===== src/rtl/cfg_remap_pkg.sv =====
package cfg_remap_pkg;
  typedef enum logic [1:0] {FW_8 = 2'd0, FW_16 = 2'd1, FW_32 = 2'd2} flash_w_e;
  typedef enum logic [1:0] {DRV_LOW = 2'd0, DRV_MED = 2'd1, DRV_HIGH = 2'd2} drv_e;

  typedef struct packed {
    logic exp;
    logic dram;
    logic decerr;
  } target_t;
endpackage


===== src/rtl/cfg_strap_reg.sv =====
module cfg_strap_reg #(
  parameter int DATA_W  = 32,
  parameter int STRAP_W = 10,
  parameter int REMAP_B = 31,
  parameter int RSV_B   = 3
) (
  input  logic               clk,
  input  logic               rst_n,
  input  logic [STRAP_W-1:0] strap_i,
  input  logic               wr_i,
  input  logic [DATA_W-1:0]  wdata_i,
  output logic [DATA_W-1:0]  word_o
);
  localparam logic [DATA_W-1:0] RSV_MASK = DATA_W'(1) << RSV_B;
  localparam logic [DATA_W-1:0] RST_WORD = (DATA_W'(1) << REMAP_B) | RSV_MASK;

  logic [DATA_W-1:0] word_q;
  logic              captured_q;
  logic [DATA_W-1:0] strap_word;

  assign strap_word = RST_WORD | DATA_W'(strap_i);

  always_ff @(posedge clk or negedge rst_n) begin
    if (!rst_n) begin
      word_q     <= RST_WORD;
      captured_q <= 1'b0;
    end else if (!captured_q) begin
      word_q     <= strap_word;
      captured_q <= 1'b1;
    end else if (wr_i) begin
      word_q <= wdata_i | RSV_MASK;
    end
  end

  assign word_o = word_q;

  AST_STRAP_ONCE: assert property (@(posedge clk) disable iff (!rst_n)
    (captured_q && !wr_i) |=> $stable(word_q));
  AST_RSV_HELD: assert property (@(posedge clk) disable iff (!rst_n)
    (captured_q && wr_i) |=> word_q[RSV_B]);
  AST_BOOT_BEFORE_CAPTURE: assert property (@(posedge clk) disable iff (!rst_n)
    !captured_q |-> word_q[REMAP_B]);
endmodule


===== src/rtl/cfg_pair_decode.sv =====
module cfg_pair_decode #(
  parameter logic [1:0] VAL0 = 2'd0,
  parameter logic [1:0] VAL1 = 2'd0,
  parameter logic [1:0] VAL2 = 2'd0,
  parameter logic [1:0] VAL3 = 2'd0,
  parameter int         RSVD = 0,
  parameter logic [1:0] INIT = 2'd0
) (
  input  logic       clk,
  input  logic       rst_n,
  input  logic [1:0] code_i,
  output logic [1:0] value_o,
  output logic       err_o
);
  localparam logic [1:0] LUT [4] = '{VAL0, VAL1, VAL2, VAL3};

  logic [1:0] held_q;
  logic [1:0] fresh;

  assign fresh   = LUT[code_i];
  assign err_o   = (code_i == 2'(RSVD));
  assign value_o = err_o ? held_q : fresh;

  always_ff @(posedge clk or negedge rst_n) begin
    if (!rst_n) held_q <= INIT;
    else        held_q <= value_o;
  end

  AST_HOLD_ON_RSVD: assert property (@(posedge clk) disable iff (!rst_n)
    err_o |-> $stable(value_o));
endmodule


===== src/rtl/cfg_addr_map.sv =====
module cfg_addr_map
  import cfg_remap_pkg::*;
#(
  parameter int         ADDR_W   = 32,
  parameter int         REGION_W = 4,
  parameter logic [3:0] BOOT_RGN = 4'h0,
  parameter logic [3:0] EXP_RGN  = 4'h5
) (
  input  logic              clk,
  input  logic              rst_n,
  input  logic              remap_i,
  input  logic              acc_valid_i,
  output logic              acc_ready_o,
  input  logic [ADDR_W-1:0] acc_addr_i,
  output logic              res_valid_o,
  input  logic              res_ready_i,
  output target_t           res_o
);
  localparam int RGN_LSB = ADDR_W - REGION_W;

  logic [REGION_W-1:0] region;
  target_t             next_tgt;
  target_t             tgt_q;
  logic                valid_q;

  assign region = acc_addr_i[ADDR_W-1:RGN_LSB];

  always_comb begin
    next_tgt = '{exp: 1'b0, dram: 1'b0, decerr: 1'b1};
    if (remap_i) begin
      if (region == REGION_W'(BOOT_RGN)) next_tgt = '{exp: 1'b1, dram: 1'b0, decerr: 1'b0};
    end else begin
      if (region == REGION_W'(BOOT_RGN))     next_tgt = '{exp: 1'b0, dram: 1'b1, decerr: 1'b0};
      else if (region == REGION_W'(EXP_RGN)) next_tgt = '{exp: 1'b1, dram: 1'b0, decerr: 1'b0};
    end
  end

  assign acc_ready_o = !valid_q || res_ready_i;

  always_ff @(posedge clk or negedge rst_n) begin
    if (!rst_n) begin
      valid_q <= 1'b0;
      tgt_q   <= '0;
    end else if (acc_ready_o) begin
      valid_q <= acc_valid_i;
      if (acc_valid_i) tgt_q <= next_tgt;
    end
  end

  assign res_valid_o = valid_q;
  assign res_o       = tgt_q;

  AST_ONE_TARGET: assert property (@(posedge clk) disable iff (!rst_n)
    res_valid_o |-> $onehot({res_o.exp, res_o.dram, res_o.decerr}));
  AST_STALL_HOLD: assert property (@(posedge clk) disable iff (!rst_n)
    (res_valid_o && !res_ready_i) |=> (res_valid_o && $stable(res_o)));
  AST_STALL_NO_ACCEPT: assert property (@(posedge clk) disable iff (!rst_n)
    (res_valid_o && !res_ready_i) |-> !acc_ready_o);
endmodule


===== src/rtl/cfg_remap_top.sv =====
module cfg_remap_top
  import cfg_remap_pkg::*;
#(
  parameter int DATA_W   = 32,
  parameter int STRAP_W  = 10,
  parameter int REMAP_B  = 31,
  parameter int RSV_B    = 3,
  parameter int FW_HI_B  = 7,
  parameter int FW_LO_B  = 0,
  parameter int DRV_HI_B = 9,
  parameter int DRV_LO_B = 5
) (
  input  logic               clk,
  input  logic               rst_n,
  input  logic [STRAP_W-1:0] strap_i,
  input  logic               reg_wr_i,
  input  logic [DATA_W-1:0]  reg_wdata_i,
  output logic [DATA_W-1:0]  reg_rdata_o,
  input  logic               acc_valid_i,
  output logic               acc_ready_o,
  input  logic [DATA_W-1:0]  acc_addr_i,
  output logic               res_valid_o,
  input  logic               res_ready_i,
  output logic               res_exp_o,
  output logic               res_dram_o,
  output logic               res_decerr_o,
  output logic [1:0]         flash_width_o,
  output logic               flash_err_o,
  output logic [1:0]         drive_o,
  output logic               drive_err_o
);
  logic [DATA_W-1:0] word;
  target_t           res;

  cfg_strap_reg #(
    .DATA_W(DATA_W), .STRAP_W(STRAP_W), .REMAP_B(REMAP_B), .RSV_B(RSV_B)
  ) u_reg (
    .clk(clk), .rst_n(rst_n), .strap_i(strap_i),
    .wr_i(reg_wr_i), .wdata_i(reg_wdata_i), .word_o(word)
  );

  assign reg_rdata_o = word;

  cfg_addr_map #(.ADDR_W(DATA_W)) u_map (
    .clk(clk), .rst_n(rst_n), .remap_i(word[REMAP_B]),
    .acc_valid_i(acc_valid_i), .acc_ready_o(acc_ready_o), .acc_addr_i(acc_addr_i),
    .res_valid_o(res_valid_o), .res_ready_i(res_ready_i), .res_o(res)
  );

  assign res_exp_o    = res.exp;
  assign res_dram_o   = res.dram;
  assign res_decerr_o = res.decerr;

  // width code {hi,lo}: 00 -> 16, 01 -> 8, 10 reserved, 11 -> 32
  cfg_pair_decode #(
    .VAL0(FW_16), .VAL1(FW_8), .VAL2(FW_16), .VAL3(FW_32), .RSVD(2), .INIT(FW_16)
  ) u_fw (
    .clk(clk), .rst_n(rst_n), .code_i({word[FW_HI_B], word[FW_LO_B]}),
    .value_o(flash_width_o), .err_o(flash_err_o)
  );

  // drive code {hi,lo}: 00 reserved, 01 -> medium, 10 -> low, 11 -> high
  cfg_pair_decode #(
    .VAL0(DRV_MED), .VAL1(DRV_MED), .VAL2(DRV_LOW), .VAL3(DRV_HIGH), .RSVD(0), .INIT(DRV_MED)
  ) u_drv (
    .clk(clk), .rst_n(rst_n), .code_i({word[DRV_HI_B], word[DRV_LO_B]}),
    .value_o(drive_o), .err_o(drive_err_o)
  );
endmodule


===== config.mk =====
export PLATFORM = sky130hd
export DESIGN_NAME = cfg_remap_top
export DESIGN_NICKNAME = d
export VERILOG_FILES = /design/src/rtl/cfg_remap_pkg.sv /design/src/rtl/cfg_strap_reg.sv /design/src/rtl/cfg_pair_decode.sv /design/src/rtl/cfg_addr_map.sv /design/src/rtl/cfg_remap_top.sv
export SDC_FILE = /design/constraint.sdc
export NUM_CORES = 1
export LEC_CHECK = 0
export ABC_AREA = 1
export ABC_CLOCK_PERIOD_IN_PS = 2940
export BUFFER_PORTS_ARGS = -buffer_cell sky130_fd_sc_hd__buf_2
export CORE_UTILIZATION = 45
export CTS_BUF_LIST = sky130_fd_sc_hd__clkbuf_8
export DETAILED_ROUTE_END_ITERATION = 7
export GPL_TIMING_DRIVEN = 0
export PLACE_DENSITY = 0.88
export REMOVE_ABC_BUFFERS = 1
export SYNTH_ARGS = -nofsm -noshare
export SYNTH_HDL_FRONTEND = slang
export SYNTH_SLANG_ARGS = --single-unit

===== constraint.sdc =====
create_clock -name clk -period 2.94 [get_ports clk]
set_clock_uncertainty 0.1 [all_clocks]
set_input_delay 0.147 -clock clk [delete_from_list [all_inputs] [get_ports clk]]
set_output_delay 0.147 -clock clk [all_outputs]
set_load 0.01 [all_outputs]

== Word level (Yosys, flattened, before mapping) ==
Cells that the tools add are included.

* Flip-flop bits (word level): 41
* Input port bits: 79
* Output and inout bits: 43
* Logic and storage cells: 34

* Order comparisons: 2
* Eq/ne operators: 3
* Multiplexer cells: 14
* Bitwise operators: 2
* Reduce and logical (&&, ||, !) cells: 5

{| class="wikitable"
|+ Operator list
! cell !! number
|-
| 2-to-1 mux 32 bit || 2
|-
| 2-to-1 mux 2 bit || 6
|-
| 2-to-1 mux 3 bit || 4
|-
| binary-select mux 2 bit (select 2 bit) || 2
|-
| greater-or-equal comparator 3 bit, second input constant || 2
|-
| inverter 2 -> 3 bit || 2
|-
| equality test 4 x 3 -> 1 bit, second input constant || 1
|-
| logical NOT 4 bit || 1
|-
| equality test 2 bit, second input constant || 1
|-
| logical NOT 2 bit || 1
|-
| != test 2 bit, second input constant || 1
|-
| AND reduction 2 bit || 1
|-
| logical NOT 1 bit || 1
|-
| logical OR 1 bit || 1
|}

== Logic depth before layout (Yosys ltp) ==
* Depth in word-level cells: 5
* Mapped depth: 6
* Depth with buffers taken out: 6

== Modules after synthesis ==
Synthesis repeated with hierarchy kept, for this count alone.

* Cell total of the unflattened synthesis: 193
* Area, all modules: 1664.1 µm²

{| class="wikitable"
|+ By module, submodules not included
! module !! instances !! cells an instance !! area each (µm²)
|-
| cfg_strap_reg || 1 || 149 || 1297.5
|-
| cfg_addr_map || 1 || 28 || 215.2
|-
| cfg_pair_decode at u_drv || 1 || 8 || 76.3
|-
| cfg_pair_decode at u_fw || 1 || 8 || 75.1
|}

== Worst setup path after synthesis ==
No wires, ideal clock.

* Kind: flip-flop to output port
* Start: register u_reg.word_q[9], in the netlist u_reg.word_o[9]
* End: output port drive_o[1]
* Arrival time: 842 ps
* Setup slack: 1851 ps
* Stages on the path, launching flop included: 4
* Cells stage by stage: dfrtp_1 -> nor2_1 -> nand2_1 -> nand2_1

* Elaborated cells on any way between the ends: 6
* Classes of those cells: 4 x mux; 1 x bitwise; 1 x reduce/logical

{| class="wikitable"
|+ RTL lines
! item !! line !! source
|-
| from (decl) || cfg_strap_reg.sv:17 || <nowiki>logic [DATA_W-1:0] word_q;</nowiki>
|-
| from (signal assigned) || cfg_strap_reg.sv:28 || <nowiki>word_q <= strap_word;</nowiki>
|-
| from (signal assigned) || cfg_strap_reg.sv:31 || <nowiki>word_q <= wdata_i | RSV_MASK;</nowiki>
|-
| logical NOT 2 bit || cfg_pair_decode.sv:21 || <nowiki>assign err_o = (code_i == 2'(RSVD));</nowiki>
|-
| net drive_err_o || cfg_remap_top.sv:30 || <nowiki>output logic drive_err_o</nowiki>
|-
| 2-to-1 mux 2 bit || cfg_pair_decode.sv:22 || <nowiki>assign value_o = err_o ? held_q : fresh;</nowiki>
|-
| to (decl) || cfg_remap_top.sv:29 || <nowiki>output logic [1:0] drive_o,</nowiki>
|}

The timed path passes the listed nets, and every way through them passes these cells. The select of a mux whose other input is x is not followed.

== Worst setup path in the final report ==
* Start: register u_reg.captured_q
* End: register u_reg.word_q[1], in the netlist u_reg.word_o[1]

* Word-level cells in the longest chain between the ends: 1
* Elaborated cells on any way between the ends: 2
* Classes of those cells: 1 x eq/ne; 1 x mux

{| class="wikitable"
|+ Ends and longest elaborated chain
! item !! line !! source
|-
| from (decl) || cfg_strap_reg.sv:18 || <nowiki>logic captured_q;</nowiki>
|-
| from (signal assigned) || cfg_strap_reg.sv:26 || <nowiki>captured_q <= 1'b0;</nowiki>
|-
| from (signal assigned) || cfg_strap_reg.sv:29 || <nowiki>captured_q <= 1'b1;</nowiki>
|-
| != test 2 bit (no source line) / 2-to-1 mux 32 bit (equally long branches) || n/a ||
|}

Parallel ways exist; a longest one is shown, timed or not.
A chain may end at the register's enable or synchronous reset.

==> run_results.csv <==
group,metric,value,unit
synth,synth_commonest_cells,"74 x nand2_1, 41 x nand3_1, 37 x dfrtp_1",
synth,synth-edff-count,0,
grt,grt_pass1_wl,7.36,mm
routing,wirelength,4.32,mm
synth,yosysUniqueCellTypes,15,
sta,worst_slack,0.475,ns
synth,synth_area,1670,µm²
floorplanning,core,3440,µm²
worst_setup_path,reg2reg_slack,0.48,ns
floorplanning,rows,21,
floorplanning,initial_utilization,48.6,%
sta,hold_viol_final,1,
routing,wl_per_cell,12.1,µm
sta,slew_viol_final,0,
worst_setup_path,cp_max_fo,31,
synth,synthCells,193,
cts,clk_path_buf_depth,2,
worst_setup_path,required,3.06,ns
place,io_buffers,90,
run_status,violations,"negative hold slack",
routing,final_antenna_net_count,0,
synth,avgSynthCellArea,8.67,µm²
cts,clk_pin_slew,0.07,ns
final_layout,area_delta_synth_final,51.0,%
sta,relSlewSlack,43.8,%
synth,synth-seq-cells,40,
routing,routed-via-count,1700,
sta,min_period,2.46,ns
grt,grt_pass1_vias,1673,
synth,yosys_most_used_dff,"dfrtp_1",
hold_path,hold_path_startpoint,"reg_wdata_i[14]",
synth,synth_top_area_share,55.3,%
worst_setup_path,crit_path_end_kind,"register",
cts,cts.sinks,40,
sta,fmax,0.406,GHz
grt,grt_overflow_total,0,
worst_setup_path,r2r_end,"u_reg.word_o[1]",
final_layout,nets,389,
cts,cts_setup_buffers,0,
sta,hold_slack,-0.0115,ns
worst_setup_path,startpoint_type,"register",
sta,final.setup.tns,0,ns
synth,synth_area_leaders,"dfrtp_1 55%, nand2_1 17%, nand3_1 12%, dfstp_2 4.7%, buf_2 2.4%",
grt,grt_max_degree,41,
grt,grt_usage,24.0,%
power_and_ir_drop,powerDensity,473,nW/µm²
sta,setup_viol,0,
synth,ys_seq_area_share,60.1,%
hold_path,hold_path_class,"in -> reg",
cts,cts_tree,"done",
place,hpwl,2.64,mm
hold_path,hold_depth,3,
cts,h-tree-depth,2,
power_and_ir_drop,p_total,1190,µW
cts,cts_root_buf,"clkbuf_8",
place,place_ws,0.651,ns
synth,yosys_warnings,0,
sta,period_share,83.8,%
worst_setup_path,critPathSlowestCell,"dfrtp_2",
power_and_ir_drop,p_leak,0.00145,µW
floorplanning,die_area,3970,µm²
sta,tightest_slew,0.844,ns
worst_setup_path,critPathArrivalTime,2.59,ns
routing,post-route-drc-count,0,
worst_setup_path,path_cells,"inv_2, nor2_4, nand2_1, nand3_1, dlygate4sd3_1",
run_status,status,"complete, but fails checks",
routing,drt_iter0_markers,70,
worst_setup_path,startpoint,"u_reg.captured_q",
routing,drtPass1Iterations,5,
cts,clock_latency,0.28,ns
worst_setup_path,r2r_start,"u_reg.captured_q",
place,routabilityCongestion,0.758,
hold_path,min_to,"u_reg.word_o[14]",
floorplanning,die_height,63.0,µm
worst_setup_path,cp_slowest_stage_delay,0.73,ns
floorplanning,ios,122,
routing,viasPerCell,4.76,
worst_setup_path,r2r.worst_path.cells,5,
flow_run,drv_cap,0,
final_layout,post-route-util,73.4,%
worst_setup_path,critPathKind,"reg -> reg",
synth,synth_area_leader_cell,"dfrtp_1",
power_and_ir_drop,max-vdd-ir-drop,325,µV
floorplanning,die-width,63.0,µm
grt,antenna_found_initial,0,
final_layout,drive_gt1_share,33.4,%
synth,synth.most_common_cell,"nand2_1",
synth,synthArstFlopShare,100,%
cts,cts_buffers,5,
final_layout,antenna_cells,0,
sta,rsz0062_at_grt,"false",
-- cells by family (layout without fill, tap and decap cells) --
logic type      after synthesis  in the layout  synth area share (%)
flops                        40             40                  60.1
compound gates                5              5                  1.94
simple gates                126            126                  31.8
other cells                   1              2                 0.224
buf+inv                      21            138                  5.98
-- worst max path at each step --
stage	endpoint	slack (ns)
after floorplan	u_reg.word_o[7]	1.22
after global placement	u_reg.word_o[7]	0.65
after detailed placement	u_reg.word_o[8]	0.65
after CTS	u_reg.word_o[1]	0.13
after global routing	u_reg.word_o[1]	0.30
final	u_reg.word_o[1]	0.48
-- power by group --
part | switching (µW) | internal [µW]
sequential | 28.4 | 594
clock | 173 | 184
combinational | 110 | 105
-- critical path, delay by kind of cell, from the launching register on --
kind	cells	cell delay (ns)
buffers and inverters	2	0.79
AND/OR/NAND/NOR	3	0.78
flip-flops	1	0.73
-- final cells by class --
| cell class | instances | area, µm² |
|---|---|---|
| flip-flops and latches | 40 | 1010 |
| fillers | 264 | 916 |
| repair buffers | 122 | 771 |
| multi-input cells | 133 | 572 |
| clock buffers | 6 | 82.6 |
| well taps | 46 | 57.6 |
| inverters | 8 | 30.0 |
| clock inverters | 2 | 7.51 |
-- stage by stage --
step | cell area [µm²] | std cells
after detailed placement | 2110 | 317
after global placement | 2110 | 317
after global routing | 2530 | 357
after CTS | 2520 | 357
after floorplan | 1610 | 181
final | 2530 | 357
-- flip-flops by register name, indices dropped and copies added (netlist names) --
name / cells
u_drv.held_q: 2
u_fw.held_q: 2
u_map.res_o: 3
u_map.res_valid_o: 1
u_reg.captured_q: 1
u_reg.word_o: 31
-- routing by layer --
layer,up-vias,part of all wire (%),global-route usage [%]
met5,-,0,0
met4,0,1.6,7.56
met3,8,5.5,6.93
met2,65,52,42.2
met1,786,40,27.8
li1,841,-,-
-- what timing repair did --
item                       CTS  global route
hold endpoints to repair    66             0
hold buffers                32             0
resized for setup            0             1
setup endpoints to repair    0             2
-- placed cells by master, fill, tap and decap left out --
| cell | synthesis | final |
|---|---|---|
| inv_1 | 6 | 8 |
| buf_2 | 8 | 90 |
| dlygate4sd3_1 | 0 | 32 |
| inv_2 | 2 | 2 |
| o21ai_1 | 2 | 2 |
| o211ai_2 | 1 | 1 |
| nand2_1 | 74 | 74 |
| nand3_1 | 41 | 41 |
| dfrtp_2 | 0 | 1 |
| nor2_4 | 1 | 1 |
| a21oi_1 | 2 | 2 |
| conb_1 | 1 | 2 |
| dfrtp_1 | 37 | 36 |
| clkbuf_8 | 0 | 6 |
| nor2_1 | 10 | 10 |
| dfstp_2 | 3 | 3 |
Note: power is estimated with default switching activity, not from simulation.
